### src/rtl/flatpt_pkg.sv
package flatpt_pkg;
   typedef enum logic [1:0] {
      KIND_PASS = 2'd0,
      KIND_XLAT = 2'd1,
      KIND_DFLT = 2'd2
   } xkind_e;

   localparam int PAGE_SHIFT = 12;
   localparam int PTE_BYTES_SHIFT = 3;

   // entry bit positions
   localparam int PTE_V   = 0;
   localparam int PTE_SYS = 1;
   localparam int PTE_SNP = 2;
   localparam int PTE_RD  = 5;
   localparam int PTE_WR  = 6;

   // register indices
   localparam int IDX_CTRL  = 0;
   localparam int IDX_BASE  = 1;
   localparam int IDX_APLO  = 2;
   localparam int IDX_APHI  = 3;
   localparam int IDX_DFLT  = 4;
   localparam int IDX_SYLO  = 5;
   localparam int IDX_SYHI  = 6;
   localparam int IDX_FAULT = 7;

   // control bits
   localparam int CTRL_BLK = 0;
   localparam int CTRL_TBL = 1;
   localparam int CTRL_INV = 2;

   localparam int FAULT_FLAG_BIT = 63;
endpackage

### src/rtl/flatpt_regs.sv
module flatpt_regs
   import flatpt_pkg::*;
#(
   parameter int VA_W = 32,
   parameter int PA_W = 40,
   parameter int RA_W = 4
) (
   input  logic            clk,
   input  logic            rst_n,
   input  logic            wr_en,
   input  logic [RA_W-1:0] wr_idx,
   input  logic [63:0]     wr_data,
   input  logic [RA_W-1:0] rd_idx,
   output logic [63:0]     rd_data,
   input  logic            fault_set,
   input  logic [VA_W-1:0] fault_va,
   output logic            xlat_on,
   output logic [PA_W-1:0] tbl_base,
   output logic [PA_W-1:0] dflt_addr,
   output logic [VA_W-1:0] aper_lo,
   output logic [VA_W-1:0] aper_hi,
   output logic [VA_W-1:0] sys_lo,
   output logic [VA_W-1:0] sys_hi,
   output logic            flush,
   output logic            fault
);
   logic            blk_en_q, tbl_en_q, inv_q, flt_q;
   logic [PA_W-1:0] base_q, dflt_q;
   logic [VA_W-1:0] alo_q, ahi_q, slo_q, shi_q, fva_q;
   logic            wr_ctrl, clr_fault;

   assign wr_ctrl   = wr_en && (wr_idx == RA_W'(IDX_CTRL));
   assign clr_fault = wr_en && (wr_idx == RA_W'(IDX_FAULT));
   assign flush     = wr_ctrl && inv_q && !wr_data[CTRL_INV];

   always_ff @(posedge clk) begin
      if (!rst_n) begin
         blk_en_q <= 1'b0;
         tbl_en_q <= 1'b0;
         inv_q    <= 1'b0;
         base_q   <= '0;
         dflt_q   <= '0;
         alo_q    <= '0;
         ahi_q    <= '0;
         slo_q    <= '0;
         shi_q    <= '0;
      end else if (wr_en) begin
         case (wr_idx)
            RA_W'(IDX_CTRL): begin
               blk_en_q <= wr_data[CTRL_BLK];
               tbl_en_q <= wr_data[CTRL_TBL];
               inv_q    <= wr_data[CTRL_INV];
            end
            RA_W'(IDX_BASE): base_q <= wr_data[PA_W-1:0];
            RA_W'(IDX_APLO): alo_q  <= wr_data[VA_W-1:0];
            RA_W'(IDX_APHI): ahi_q  <= wr_data[VA_W-1:0];
            RA_W'(IDX_DFLT): dflt_q <= wr_data[PA_W-1:0];
            RA_W'(IDX_SYLO): slo_q  <= wr_data[VA_W-1:0];
            RA_W'(IDX_SYHI): shi_q  <= wr_data[VA_W-1:0];
            default: ;
         endcase
      end
   end

   always_ff @(posedge clk) begin
      if (!rst_n) begin
         flt_q <= 1'b0;
         fva_q <= '0;
      end else if (fault_set) begin
         flt_q <= 1'b1;
         fva_q <= fault_va;
      end else if (clr_fault) begin
         flt_q <= 1'b0;
      end
   end

   always_comb begin
      rd_data = '0;
      case (rd_idx)
         RA_W'(IDX_CTRL):  rd_data = 64'({inv_q, tbl_en_q, blk_en_q});
         RA_W'(IDX_BASE):  rd_data = 64'(base_q);
         RA_W'(IDX_APLO):  rd_data = 64'(alo_q);
         RA_W'(IDX_APHI):  rd_data = 64'(ahi_q);
         RA_W'(IDX_DFLT):  rd_data = 64'(dflt_q);
         RA_W'(IDX_SYLO):  rd_data = 64'(slo_q);
         RA_W'(IDX_SYHI):  rd_data = 64'(shi_q);
         RA_W'(IDX_FAULT): begin
            rd_data = 64'(fva_q);
            rd_data[FAULT_FLAG_BIT] = flt_q;
         end
         default: rd_data = '0;
      endcase
   end

   assign xlat_on   = blk_en_q && tbl_en_q;
   assign tbl_base  = base_q;
   assign dflt_addr = dflt_q;
   assign aper_lo   = alo_q;
   assign aper_hi   = ahi_q;
   assign sys_lo    = slo_q;
   assign sys_hi    = shi_q;
   assign fault     = flt_q;

   // fault stays set until a clearing write
   p_fault_sticky_r8: assert property (@(posedge clk) disable iff (!rst_n)
      (flt_q && !clr_fault) |=> flt_q);
endmodule

### src/rtl/flatpt_decode.sv
module flatpt_decode
   import flatpt_pkg::*;
#(
   parameter int VA_W  = 32,
   parameter int PA_W  = 40,
   parameter int IDX_W = VA_W - PAGE_SHIFT
) (
   input  logic [VA_W-1:0]  va,
   input  logic             xlat_on,
   input  logic [VA_W-1:0]  aper_lo,
   input  logic [VA_W-1:0]  aper_hi,
   input  logic [VA_W-1:0]  sys_lo,
   input  logic [VA_W-1:0]  sys_hi,
   input  logic [PA_W-1:0]  tbl_base,
   output logic             need_xlat,
   output logic [IDX_W-1:0] page_idx,
   output logic [PA_W-1:0]  pte_addr
);
   logic            in_sys, in_ap;
   logic [VA_W-1:0] rel;

   assign in_sys    = (va >= sys_lo) && (va <= sys_hi);
   assign in_ap     = (va >= aper_lo) && (va <= aper_hi);
   assign need_xlat = xlat_on && in_ap && !in_sys;
   assign rel       = va - aper_lo;
   assign page_idx  = rel[VA_W-1:PAGE_SHIFT];
   assign pte_addr  = tbl_base + (PA_W'(page_idx) << PTE_BYTES_SHIFT);
endmodule

### src/rtl/flatpt_tlb.sv
module flatpt_tlb #(
   parameter int ENTRIES = 4,
   parameter int TAG_W   = 20,
   parameter int DATA_W  = 32,
   localparam int PTR_W  = (ENTRIES > 1) ? $clog2(ENTRIES) : 1
) (
   input  logic              clk,
   input  logic              rst_n,
   input  logic              flush,
   input  logic [TAG_W-1:0]  lk_tag,
   output logic              lk_hit,
   output logic [DATA_W-1:0] lk_data,
   input  logic              fill_en,
   input  logic [TAG_W-1:0]  fill_tag,
   input  logic [DATA_W-1:0] fill_data
);
   logic [ENTRIES-1:0] vld_q;
   logic [TAG_W-1:0]   tag_q [ENTRIES];
   logic [DATA_W-1:0]  dat_q [ENTRIES];
   logic [PTR_W-1:0]   rr_q;
   logic [ENTRIES-1:0] hit_vec;

   initial begin
      assert (ENTRIES >= 2) else $error("flatpt_tlb: ENTRIES must be at least 2");
   end

   for (genvar g = 0; g < ENTRIES; g++) begin : g_cmp
      assign hit_vec[g] = vld_q[g] && (tag_q[g] == lk_tag);
   end

   always_comb begin
      lk_data = '0;
      for (int i = 0; i < ENTRIES; i++) begin
         if (hit_vec[i]) lk_data = lk_data | dat_q[i];
      end
   end
   assign lk_hit = |hit_vec;

   always_ff @(posedge clk) begin
      if (!rst_n) begin
         vld_q <= '0;
         rr_q  <= '0;
      end else if (flush) begin
         vld_q <= '0;
         rr_q  <= '0;
      end else if (fill_en) begin
         vld_q[rr_q] <= 1'b1;
         rr_q <= (rr_q == PTR_W'(ENTRIES - 1)) ? '0 : rr_q + 1'b1;
      end
   end

   always_ff @(posedge clk) begin
      if (fill_en && !flush) begin
         tag_q[rr_q] <= fill_tag;
         dat_q[rr_q] <= fill_data;
      end
   end

   // at most one slot matches a tag
   p_single_hit_r9: assert property (@(posedge clk) disable iff (!rst_n)
      $onehot0(hit_vec));
   // nothing hits right after a flush
   p_flush_empty_r11: assert property (@(posedge clk) disable iff (!rst_n)
      flush |=> (vld_q == '0));
endmodule

### src/rtl/flatpt_xlate.sv
module flatpt_xlate
   import flatpt_pkg::*;
#(
   parameter int VA_W        = 32,
   parameter int PA_W        = 40,
   parameter int TLB_ENTRIES = 4,
   parameter int RA_W        = 4
) (
   input  logic            clk,
   input  logic            rst_n,
   input  logic            reg_we,
   input  logic [RA_W-1:0] reg_widx,
   input  logic [63:0]     reg_wdata,
   input  logic [RA_W-1:0] reg_ridx,
   output logic [63:0]     reg_rdata,
   input  logic            req_valid,
   output logic            req_ready,
   input  logic [VA_W-1:0] req_addr,
   input  logic            req_write,
   output logic            rsp_valid,
   output logic [PA_W-1:0] rsp_addr,
   output logic [1:0]      rsp_kind,
   output logic            rsp_system,
   output logic            rsp_snoop,
   output logic            mem_rd_valid,
   input  logic            mem_rd_ready,
   output logic [PA_W-1:0] mem_rd_addr,
   input  logic            mem_rdata_valid,
   input  logic [63:0]     mem_rdata,
   output logic            fault
);
   localparam int IDX_W   = VA_W - PAGE_SHIFT;
   localparam int PPN_W   = PA_W - PAGE_SHIFT;
   localparam int TDATA_W = PPN_W + 4;

   initial begin
      assert (PA_W > PAGE_SHIFT && PA_W <= 64) else $error("flatpt_xlate: bad PA_W");
      assert (VA_W > PAGE_SHIFT && VA_W <= PA_W) else $error("flatpt_xlate: bad VA_W");
      assert (RA_W >= 4) else $error("flatpt_xlate: RA_W too small");
   end

   typedef enum logic [1:0] {ST_IDLE, ST_FETCH, ST_WAIT} st_e;
   st_e state_q;

   logic            xlat_on, flush;
   logic [PA_W-1:0] tbl_base, dflt_addr;
   logic [VA_W-1:0] aper_lo, aper_hi, sys_lo, sys_hi;
   logic            need_xlat;
   logic [IDX_W-1:0] page_idx;
   logic [PA_W-1:0] pte_addr;
   logic            tlb_hit;
   logic [TDATA_W-1:0] tlb_data;

   logic [VA_W-1:0] va_q;
   logic            wr_q;
   logic [IDX_W-1:0] idx_q;
   logic [PA_W-1:0] paddr_q;

   logic            fire, use_mem, res_go, fault_set;
   logic [VA_W-1:0] e_va;
   logic            e_wr, e_xl, e_valid, e_sys, e_snp, e_rd, e_wp, perm_bad;
   logic [PPN_W-1:0] e_ppn;
   logic [PA_W-1:0] res_addr;
   xkind_e          res_kind;
   logic            fill_en;
   logic [TDATA_W-1:0] fill_data;

   logic            rsp_valid_q, rsp_sys_q, rsp_snp_q;
   logic [PA_W-1:0] rsp_addr_q;
   xkind_e          rsp_kind_q;

   flatpt_regs #(.VA_W(VA_W), .PA_W(PA_W), .RA_W(RA_W)) regs_i (
      .clk(clk), .rst_n(rst_n),
      .wr_en(reg_we), .wr_idx(reg_widx), .wr_data(reg_wdata),
      .rd_idx(reg_ridx), .rd_data(reg_rdata),
      .fault_set(fault_set), .fault_va(e_va),
      .xlat_on(xlat_on), .tbl_base(tbl_base), .dflt_addr(dflt_addr),
      .aper_lo(aper_lo), .aper_hi(aper_hi), .sys_lo(sys_lo), .sys_hi(sys_hi),
      .flush(flush), .fault(fault)
   );

   flatpt_decode #(.VA_W(VA_W), .PA_W(PA_W), .IDX_W(IDX_W)) dec_i (
      .va(req_addr), .xlat_on(xlat_on),
      .aper_lo(aper_lo), .aper_hi(aper_hi), .sys_lo(sys_lo), .sys_hi(sys_hi),
      .tbl_base(tbl_base),
      .need_xlat(need_xlat), .page_idx(page_idx), .pte_addr(pte_addr)
   );

   flatpt_tlb #(.ENTRIES(TLB_ENTRIES), .TAG_W(IDX_W), .DATA_W(TDATA_W)) tlb_i (
      .clk(clk), .rst_n(rst_n), .flush(flush),
      .lk_tag(page_idx), .lk_hit(tlb_hit), .lk_data(tlb_data),
      .fill_en(fill_en), .fill_tag(idx_q), .fill_data(fill_data)
   );

   assign req_ready    = (state_q == ST_IDLE);
   assign fire         = req_valid && req_ready;
   assign mem_rd_valid = (state_q == ST_FETCH);
   assign mem_rd_addr  = paddr_q;
   assign use_mem      = (state_q == ST_WAIT) && mem_rdata_valid;
   assign res_go       = use_mem || (fire && (!need_xlat || tlb_hit));

   // select the entry source: memory data on a fill, cache otherwise
   always_comb begin
      if (use_mem) begin
         e_va    = va_q;
         e_wr    = wr_q;
         e_xl    = 1'b1;
         e_valid = mem_rdata[PTE_V];
         e_ppn   = mem_rdata[PA_W-1:PAGE_SHIFT];
         e_sys   = mem_rdata[PTE_SYS];
         e_snp   = mem_rdata[PTE_SNP];
         e_rd    = mem_rdata[PTE_RD];
         e_wp    = mem_rdata[PTE_WR];
      end else begin
         e_va    = req_addr;
         e_wr    = req_write;
         e_xl    = need_xlat;
         e_valid = 1'b1;
         e_ppn   = tlb_data[TDATA_W-1:4];
         e_sys   = tlb_data[3];
         e_snp   = tlb_data[2];
         e_rd    = tlb_data[1];
         e_wp    = tlb_data[0];
      end
   end

   assign perm_bad  = e_xl && e_valid && (e_wr ? !e_wp : !e_rd);
   assign fault_set = res_go && perm_bad;

   always_comb begin
      if (!e_xl) begin
         res_kind = KIND_PASS;
         res_addr = PA_W'(e_va);
      end else if (!e_valid || perm_bad) begin
         res_kind = KIND_DFLT;
         res_addr = dflt_addr;
      end else begin
         res_kind = KIND_XLAT;
         res_addr = {e_ppn, e_va[PAGE_SHIFT-1:0]};
      end
   end

   assign fill_en   = use_mem && mem_rdata[PTE_V];
   assign fill_data = {mem_rdata[PA_W-1:PAGE_SHIFT], mem_rdata[PTE_SYS],
                       mem_rdata[PTE_SNP], mem_rdata[PTE_RD], mem_rdata[PTE_WR]};

   always_ff @(posedge clk) begin
      if (!rst_n) begin
         state_q <= ST_IDLE;
         va_q    <= '0;
         wr_q    <= 1'b0;
         idx_q   <= '0;
         paddr_q <= '0;
      end else begin
         case (state_q)
            ST_IDLE: begin
               if (fire && need_xlat && !tlb_hit) begin
                  va_q    <= req_addr;
                  wr_q    <= req_write;
                  idx_q   <= page_idx;
                  paddr_q <= pte_addr;
                  state_q <= ST_FETCH;
               end
            end
            ST_FETCH: if (mem_rd_ready) state_q <= ST_WAIT;
            ST_WAIT:  if (mem_rdata_valid) state_q <= ST_IDLE;
            default:  state_q <= ST_IDLE;
         endcase
      end
   end

   always_ff @(posedge clk) begin
      if (!rst_n) begin
         rsp_valid_q <= 1'b0;
         rsp_addr_q  <= '0;
         rsp_kind_q  <= KIND_PASS;
         rsp_sys_q   <= 1'b0;
         rsp_snp_q   <= 1'b0;
      end else begin
         rsp_valid_q <= res_go;
         if (res_go) begin
            rsp_addr_q <= res_addr;
            rsp_kind_q <= res_kind;
            rsp_sys_q  <= (res_kind == KIND_XLAT) && e_sys;
            rsp_snp_q  <= (res_kind == KIND_XLAT) && e_snp;
         end
      end
   end

   assign rsp_valid  = rsp_valid_q;
   assign rsp_addr   = rsp_addr_q;
   assign rsp_kind   = rsp_kind_q;
   assign rsp_system = rsp_sys_q;
   assign rsp_snoop  = rsp_snp_q;

   // the entry read holds until accepted
   p_fetch_hold_r5: assert property (@(posedge clk) disable iff (!rst_n)
      (mem_rd_valid && !mem_rd_ready) |=> (mem_rd_valid && $stable(mem_rd_addr)));
   // requests stall while an entry read is pending
   p_busy_stall_r5: assert property (@(posedge clk) disable iff (!rst_n)
      mem_rd_valid |-> !req_ready);
   // a cached page answers on the next cycle
   p_hit_fast_r9: assert property (@(posedge clk) disable iff (!rst_n)
      (fire && need_xlat && tlb_hit) |=> rsp_valid);
   // with translation off every request passes on the next cycle
   p_pass_fast_r2: assert property (@(posedge clk) disable iff (!rst_n)
      (fire && !xlat_on) |=> (rsp_valid && rsp_kind == KIND_PASS));
endmodule

### config.mk
export PLATFORM = sky130hd
export DESIGN_NAME = flatpt_xlate
export DESIGN_NICKNAME = d
export VERILOG_FILES = /design/src/rtl/flatpt_pkg.sv /design/src/rtl/flatpt_regs.sv /design/src/rtl/flatpt_decode.sv /design/src/rtl/flatpt_tlb.sv /design/src/rtl/flatpt_xlate.sv
export SDC_FILE = /design/constraint.sdc
export NUM_CORES = 1
export LEC_CHECK = 0
export CAP_MARGIN = 40
export CORE_ASPECT_RATIO = 2
export CORE_UTILIZATION = 51
export DETAILED_ROUTE_END_ITERATION = 16
export GPL_TIMING_DRIVEN = 1
export PLACE_DENSITY = 0.73
export SLEW_MARGIN = 20
export SYNTH_ARGS = -nofsm -noshare
export SYNTH_HDL_FRONTEND = slang
export SYNTH_SLANG_ARGS = --single-unit
### constraint.sdc
create_clock -name clk -period 20.5 [get_ports clk]
set_input_delay 2.05 -clock clk [delete_from_list [all_inputs] [get_ports clk]]
set_output_delay 2.05 -clock clk [all_outputs]
set_load 0.005 [all_outputs]
==> results of run 1 <==
==> report_power, final <==
part | switching [mW] | internal (mW)
Clock | 0.468 | 0.624
Combinational | 0.202 | 0.111
Sequential | 0.0107 | 1.23
==> through the flow <==
stage | area (um2) | power [mW]
after floorplan | 31700 | 1.43
after global placement | 34600 | 1.56
after detailed placement | 34800 | 1.57
after CTS | 36700 | 2.64
after global routing | 36800 | 2.71
final | 36800 | 2.65
==> routing by layer <==
layer,vias up,track usage (%),share of wire (%)
met5,-,0,0.11
met2,1718,66.0,48
li1,12926,-,-
met4,20,39.5,12
met1,13587,42.1,32
met3,591,7.66,8.4
==> placed cells by master (no fill, tap or decap), types with 20 or more instances in the layout <==
| cell | count |
|---|---|
| nand2b_1 | 26 |
| edfxtp_1 | 208 |
| inv_1 | 166 |
| nand4_1 | 37 |
| nor3_1 | 64 |
| dfxtp_1 | 390 |
| o21ai_0 | 92 |
| buf_4 | 60 |
| a311oi_1 | 23 |
| a21oi_1 | 393 |
| ha_1 | 152 |
| a221oi_1 | 23 |
| a222oi_1 | 43 |
| clkdlybuf4s50_1 | 247 |
| clkbuf_16 | 54 |
| nor2_1 | 186 |
| xnor2_1 | 61 |
| and2_1 | 33 |
| mux2i_1 | 99 |
| a22oi_1 | 68 |
| xor2_1 | 41 |
| nand3_1 | 79 |
| nand2_1 | 697 |
| conb_1 | 23 |
| a211oi_1 | 20 |
| a21o_1 | 54 |
==> worst paths after layout <==
check | cells after the start | to | start | slack [ns]
setup / recovery | 18 | regs_i.fva_q[18] | req_addr[22] | 11.14
hold / removal | 2 | rsp_kind[0] | rsp_kind[0] | 0.45
setup reg to reg | 18 | regs_i.fva_q[18] | regs_i.aper_lo[22] | 13.09
hold reg to reg | 2 | rsp_kind[0] | rsp_kind[0] | 0.45
==> cell families (layout without fill, tap and decap cells) <==
kind of cell / Yosys count / in the layout / share of synthesized area, %
other: 1 / 31 / 0.0119
and+or+nand+nor: 1272 / 1272 / 18.2
muxes: 108 / 108 / 3.46
DFF: 598 / 598 / 44.5
adders and majority gates: 153 / 153 / 6.08
buffers and inverters: 409 / 586 / 5.35
xor gates and xnor gates: 115 / 115 / 3.74
AOI/OAI and AO/OA: 895 / 895 / 18.6
==> state kept, by name, summed over array words and instances (netlist names), 2 cells and up <==
| signal | count |
|---|---|
| tlb_i.dat_q | 128 |
| mem_rd_addr | 40 |
| idx_q | 20 |
| rsp_kind | 2 |
| tlb_i.rr_q | 2 |
| va_q | 32 |
| tlb_i.tag_q | 80 |
| regs_i.sys_lo | 32 |
| regs_i.fva_q | 32 |
| tlb_i.vld_q | 4 |
| regs_i.dflt_addr | 40 |
| regs_i.tbl_base | 40 |
| regs_i.aper_lo | 32 |
| state_q | 2 |
| regs_i.aper_hi | 32 |
| regs_i.sys_hi | 32 |
| rsp_addr | 40 |
==> worst max-delay path, cell delays in order <==
cell and delay, ns:
clkdlybuf4s50_1 0.77, ha_1 0.94, nand4_1 0.41, a21oi_1 0.34
nand3_1 0.13, o211ai_1 0.54, o21ai_1 0.24, a311oi_4 0.62
xor2_1 0.25, or4b_1 0.54, nor4_1 0.86, a211oi_1 0.19
o2bb2ai_4 0.18, buf_4 0.29, and4b_2 0.34, buf_4 0.62
a21oi_1 0.17, a311oi_1 0.31
==> layout make-up <==
cell class	count	area share, %
multi-input combinational	2566	43.6
sequential	598	38.2
timing repair buffer	325	8.72
clock buffer	73	4.17
tap	780	2.65
inverter	167	1.72
clock inverter	21	0.915
antenna	8	0.0544
==> flow_summary.json, run 1 <==
{
  "post-route-util_pct": 60.3,
  "vias": 28842,
  "place.gp.congestion": 1.04,
  "required_ns": 21.01,
  "grt_pass1_wl_um": 182000,
  "start_util_pct": 51.8,
  "cts-root-buf": "clkbuf_16",
  "p_leak_nw": 13.3,
  "yosysUniqueCellTypes": 101,
  "synthTopCellsByArea": "dfxtp_1 25%, edfxtp_1 20%, nand2_1 8.3%, a21oi_1 6.2%, ha_1 6.0%",
  "finalHoldViolCount": 0,
  "grt-ovfl-total": 0,
  "areaGrowthSynthToFinish_pct": 16.5,
  "fin_tns_setup_ns": 0,
  "synth_cells": 3551,
  "yosysMostFrequentCell": "nand2_1",
  "syn_area_mm2": 0.0316,
  "hold_class": "register to register",
  "min_period_over_period_pct": 45.6,
  "drv_slew": 0,
  "rsz0062_at_grt": "no",
  "routedWlPerCell_um": 28.1,
  "fmax_mhz": 107,
  "ys_dominant_reg_cell": "dfxtp_1",
  "fin_hold_ws_ns": 0.453,
  "power_per_cell_area_mw_per_mm2": 71.9,
  "antenna_found_initial": 19,
  "synth_top_area_cell": "dfxtp_1",
  "clock-sinks": 598,
  "slew-limit-headroom_pct": 23.9,
  "drcViolationCount": 0,
  "peakVddDrop_uv": 59.8,
  "ant_nets": 0,
  "final-setup-viol-count": 0,
  "avgViaCountPerCell": 6.36,
  "ys_warn_count": 0,
  "wirelength_um": 127000,
  "dr.pass1.iters": 6,
  "cts_hold_buf": 0,
  "die_y_um": 354,
  "grt_util_all_layers_pct": 40.2,
  "critPathKind": "primary input to register",
  "final_net_count": 4038,
  "dieArea_mm2": 0.0630,
  "die_w_um": 178,
  "drive_gt1_share_pct": 6.32,
  "synth.top_cell.area_share_pct": 24.7,
  "syn_area_per_cell_um2": 8.90,
  "htree_levels": 2,
  "critPathArrivalTime_ns": 9.87,
  "finalNonFillerCells": 4538,
  "n_fill_cell": 5298,
  "core.rowCount": 128,
  "synth_seq_area_share_pct": 44.5,
  "synthArstFlopShare_pct": 0,
  "grt_pass1_vias": 27556,
  "synth_edf_count": 208,
  "crit_fanout": 54,
  "ys_ff_latch": 598,
  "final.setup.worst_slack_ns": 11.14,
  "fin_crit_ns": 9.36,
  "drt_iter0_drc": 2976,
  "finalClockSkew_ns": 0.0281,
  "cp-end-kind": "register",
  "cts_resized": 0,
  "cts_tree": "yes",
  "portBuffers": 248,
  "tightest_slew_ns": 1.14,
  "run_status": "finished clean",
  "grt_max_degree": 196,
  "crit_path_start_kind": "primary input",
  "dp_cells": 4429,
  "pre_cts_slack_ns": 10.64,
  "cts_setup_buffers": 0,
  "drv_cap": 0,
  "dp_hpwl_um": 91800,
  "path_clk_slew_ns": 0.08,
  "synthTopCellsByCount": "697 x nand2_1, 393 x a21oi_1, 390 x dfxtp_1",
  "cts_made_buffers": 52,
  "regArea_mm2": 0.0141,
  "core_area_mm2": 0.0610,
  "cts_max_path_buffers": 3,
  "io_pins": 327,
  "multi_input_area_mm2": 0.0160,
  "clkLatencyLatePin_ns": 0.62
}
No activity file was read; power rests on OpenSTA's default activity.
==> inputs of run 2 (changes only) <==
Settings changed: PLACE_DENSITY 0.73 to 0.76.
Clock period 20.5 ns to 7.8 ns, I/O delays scaled along.
==> flow_summary.json, run 2 (synthesized netlist as in run 1, its figures left out) <==
{
  "top_regs": "tlb_i.dat_q x128, tlb_i.tag_q x80",
  "drv_slew": 0,
  "regArea_mm2": 0.0141,
  "p_leak_nw": 13.6,
  "grt_util_all_layers_pct": 41.1,
  "final_cell_mix": "697 x nand2_1, 393 x a21oi_1, 390 x dfxtp_1, 247 x clkdlybuf4s50_1, 208 x edfxtp_1",
  "cts_resized": 0,
  "power_per_cell_area_mw_per_mm2": 188,
  "min_period_over_period_pct": 83.8,
  "largest_reg_flops": 128,
  "ant_nets": 0,
  "crit_family": "simple AND/OR/NAND/NOR gates",
  "p_sw_share_pct": 26.4,
  "cts_max_path_buffers": 3,
  "dr.pass1.iters": 7,
  "critPathKind": "primary input to register",
  "crit_fanout": 17,
  "cp-end-kind": "register",
  "areaGrowthSynthToFinish_pct": 18.1,
  "pre_cts_slack_ns": 0.979,
  "cts_setup_buffers": 0,
  "worstSetupStartpoint": "req_addr[12]",
  "die_w_um": 178,
  "cp.depth": 17,
  "wirelength_um": 130000,
  "layout_commonest_cell": "nand2_1",
  "dp_hpwl_um": 95400,
  "peakVddDrop_uv": 194,
  "place.gp.congestion": 1.01,
  "reg2reg_from": "regs_i.aper_lo[12]",
  "core.rowCount": 128,
  "path_clk_slew_ns": 0.07,
  "post-route-util_pct": 61.2,
  "finalHoldViolCount": 0,
  "dieArea_mm2": 0.0630,
  "critPathArrivalTime_ns": 7.01,
  "multi_input_area_mm2": 0.0160,
  "power_frac_clock_pct": 41.4,
  "start_util_pct": 51.8,
  "io_pins": 327,
  "core_area_mm2": 0.0610,
  "finalClockSkew_ns": 0.0299,
  "drive_gt1_share_pct": 7.67,
  "final.setup.worst_slack_ns": 1.27,
  "reg2reg_to": "regs_i.fva_q[20]",
  "fmax_mhz": 153,
  "antenna_found_initial": 9,
  "grt_pass1_wl_um": 186000,
  "clock-sinks": 598,
  "slowest_delay_ns": 0.92,
  "p_int_mw": 5.17,
  "avgViaCountPerCell": 6.41,
  "dp_cells": 4484,
  "endpoint": "regs_i.fva_q[20]",
  "tightest_slew_ns": 1.02,
  "p_switching_mw": 1.86,
  "rrSetupSlack_ns": 1.60,
  "vias": 29447,
  "drt_iter0_drc": 3426,
  "crit_path_start_kind": "primary input",
  "crit_chain": "clkdlybuf4s50_1 > ha_1 > nand3_1 > nor4_1 > o21ai_1 > a221oi_2 > nand2_2 > xor2_1 > or3_1 > or4_1 > nor4_1 > a211oi_1 > o2bb2ai_4 > nand4b_1 > nor2_1 > buf_12 > a311oi_1",
  "fin_tns_setup_ns": 0,
  "cts_hold_buf": 0,
  "slew-limit-headroom_pct": 32.2,
  "cts_tree": "yes",
  "fin_total_pwr_mw": 7.03,
  "grt_pass1_vias": 27866,
  "clkLatencyLatePin_ns": 0.64,
  "hold_class": "register to register",
  "grt_max_degree": 151,
  "p_comb_share_pct": 12.2,
  "portBuffers": 248,
  "crit_buf_inv": 2,
  "drcViolationCount": 0,
  "cpMostUsedCell": "nor4_1",
  "routedWlPerCell_um": 28.3,
  "drv_cap": 0,
  "finalNonFillerCells": 4593,
  "final-setup-viol-count": 0,
  "rsz0062_at_grt": "no",
  "htree_levels": 2,
  "fin_crit_ns": 6.53,
  "grt-ovfl-total": 0,
  "required_ns": 8.27,
  "run_status": "finished clean",
  "crit_slowest_cell": "a221oi_2",
  "worst-r2r-cell-count": 17,
  "die_y_um": 354,
  "cts_made_buffers": 53,
  "n_fill_cell": 5241,
  "largest_register": "tlb_i.dat_q",
  "p_seq_share_pct": 46.4,
  "cts-root-buf": "clkbuf_16",
  "final_net_count": 4091
}
==> run 2: cell types whose count changed in the layout (fill, tap and decap cells not counted), sizes merged <==
cell / change
buf: +51
clkinvlp: +3
inv: +3
clkbuf: -2
clkinv: +2
diode: -2
==> run 2: worst min-delay path, cell delays in order, from the launching register on <==
cell and delay (ns):
dfxtp_1 0.31, nand2_1 0.05, o21ai_1 0.05
==> run 2: area by class of cell <==
type,instances,area share (%)
inverters,167,1.70
diodes,6,0.0402
multi-input cells,2566,43.0
repair buffers,377,9.94
clock inverters,29,1.06
flip-flops and latches,598,37.7
clock buffers,70,4.02
well taps,780,2.62
==> run 2: worst min-delay path by stage <==
stage	from	end	slack, ns	cells after the start
2_1_floorplan	regs_i.sys_lo[16]	regs_i.sys_lo[16]	0.44	2
3_3_place_gp	rsp_kind[0]	rsp_kind[0]	0.43	2
6_report	rsp_addr[6]	rsp_addr[6]	0.45	2
3_5_place_dp	rsp_addr[9]	rsp_addr[9]	0.44	2
5_1_grt	rsp_addr[7]	rsp_addr[7]	0.47	2
4_1_cts	rsp_addr[9]	rsp_addr[9]	0.45	2
==> run 2: metrics by stage <==
stage          hold WS, ns  cell area [um2]
2_1_floorplan        0.436            31700
3_3_place_gp         0.434            35200
3_5_place_dp         0.444            35400
4_1_cts              0.453            37200
5_1_grt              0.471            37300
6_report             0.450            37300
==> run 2: routing by layer <==
layer / vias up / part of all wire, % / global-route usage, % / routed length (um)
met2: 1765 / 47 / 67.4 / 61200
li1: 13060 / - / - / -
met1: 13963 / 32 / 42.8 / 41600
met5: - / 0.052 / 0 / 68
met3: 649 / 8.8 / 8.22 / 11400
met4: 10 / 12 / 40.0 / 15700
==> run 2: power groups by stage <==
stage,sequential (mW),clock (mW),combinational [mW]
5_1_grt,3.26,3.02,0.897
3_5_place_dp,3.33,0,0.823
4_1_cts,3.26,2.91,0.828
6_report,3.26,2.91,0.857
2_1_floorplan,3.32,0,0.445
3_3_place_gp,3.33,0,0.814
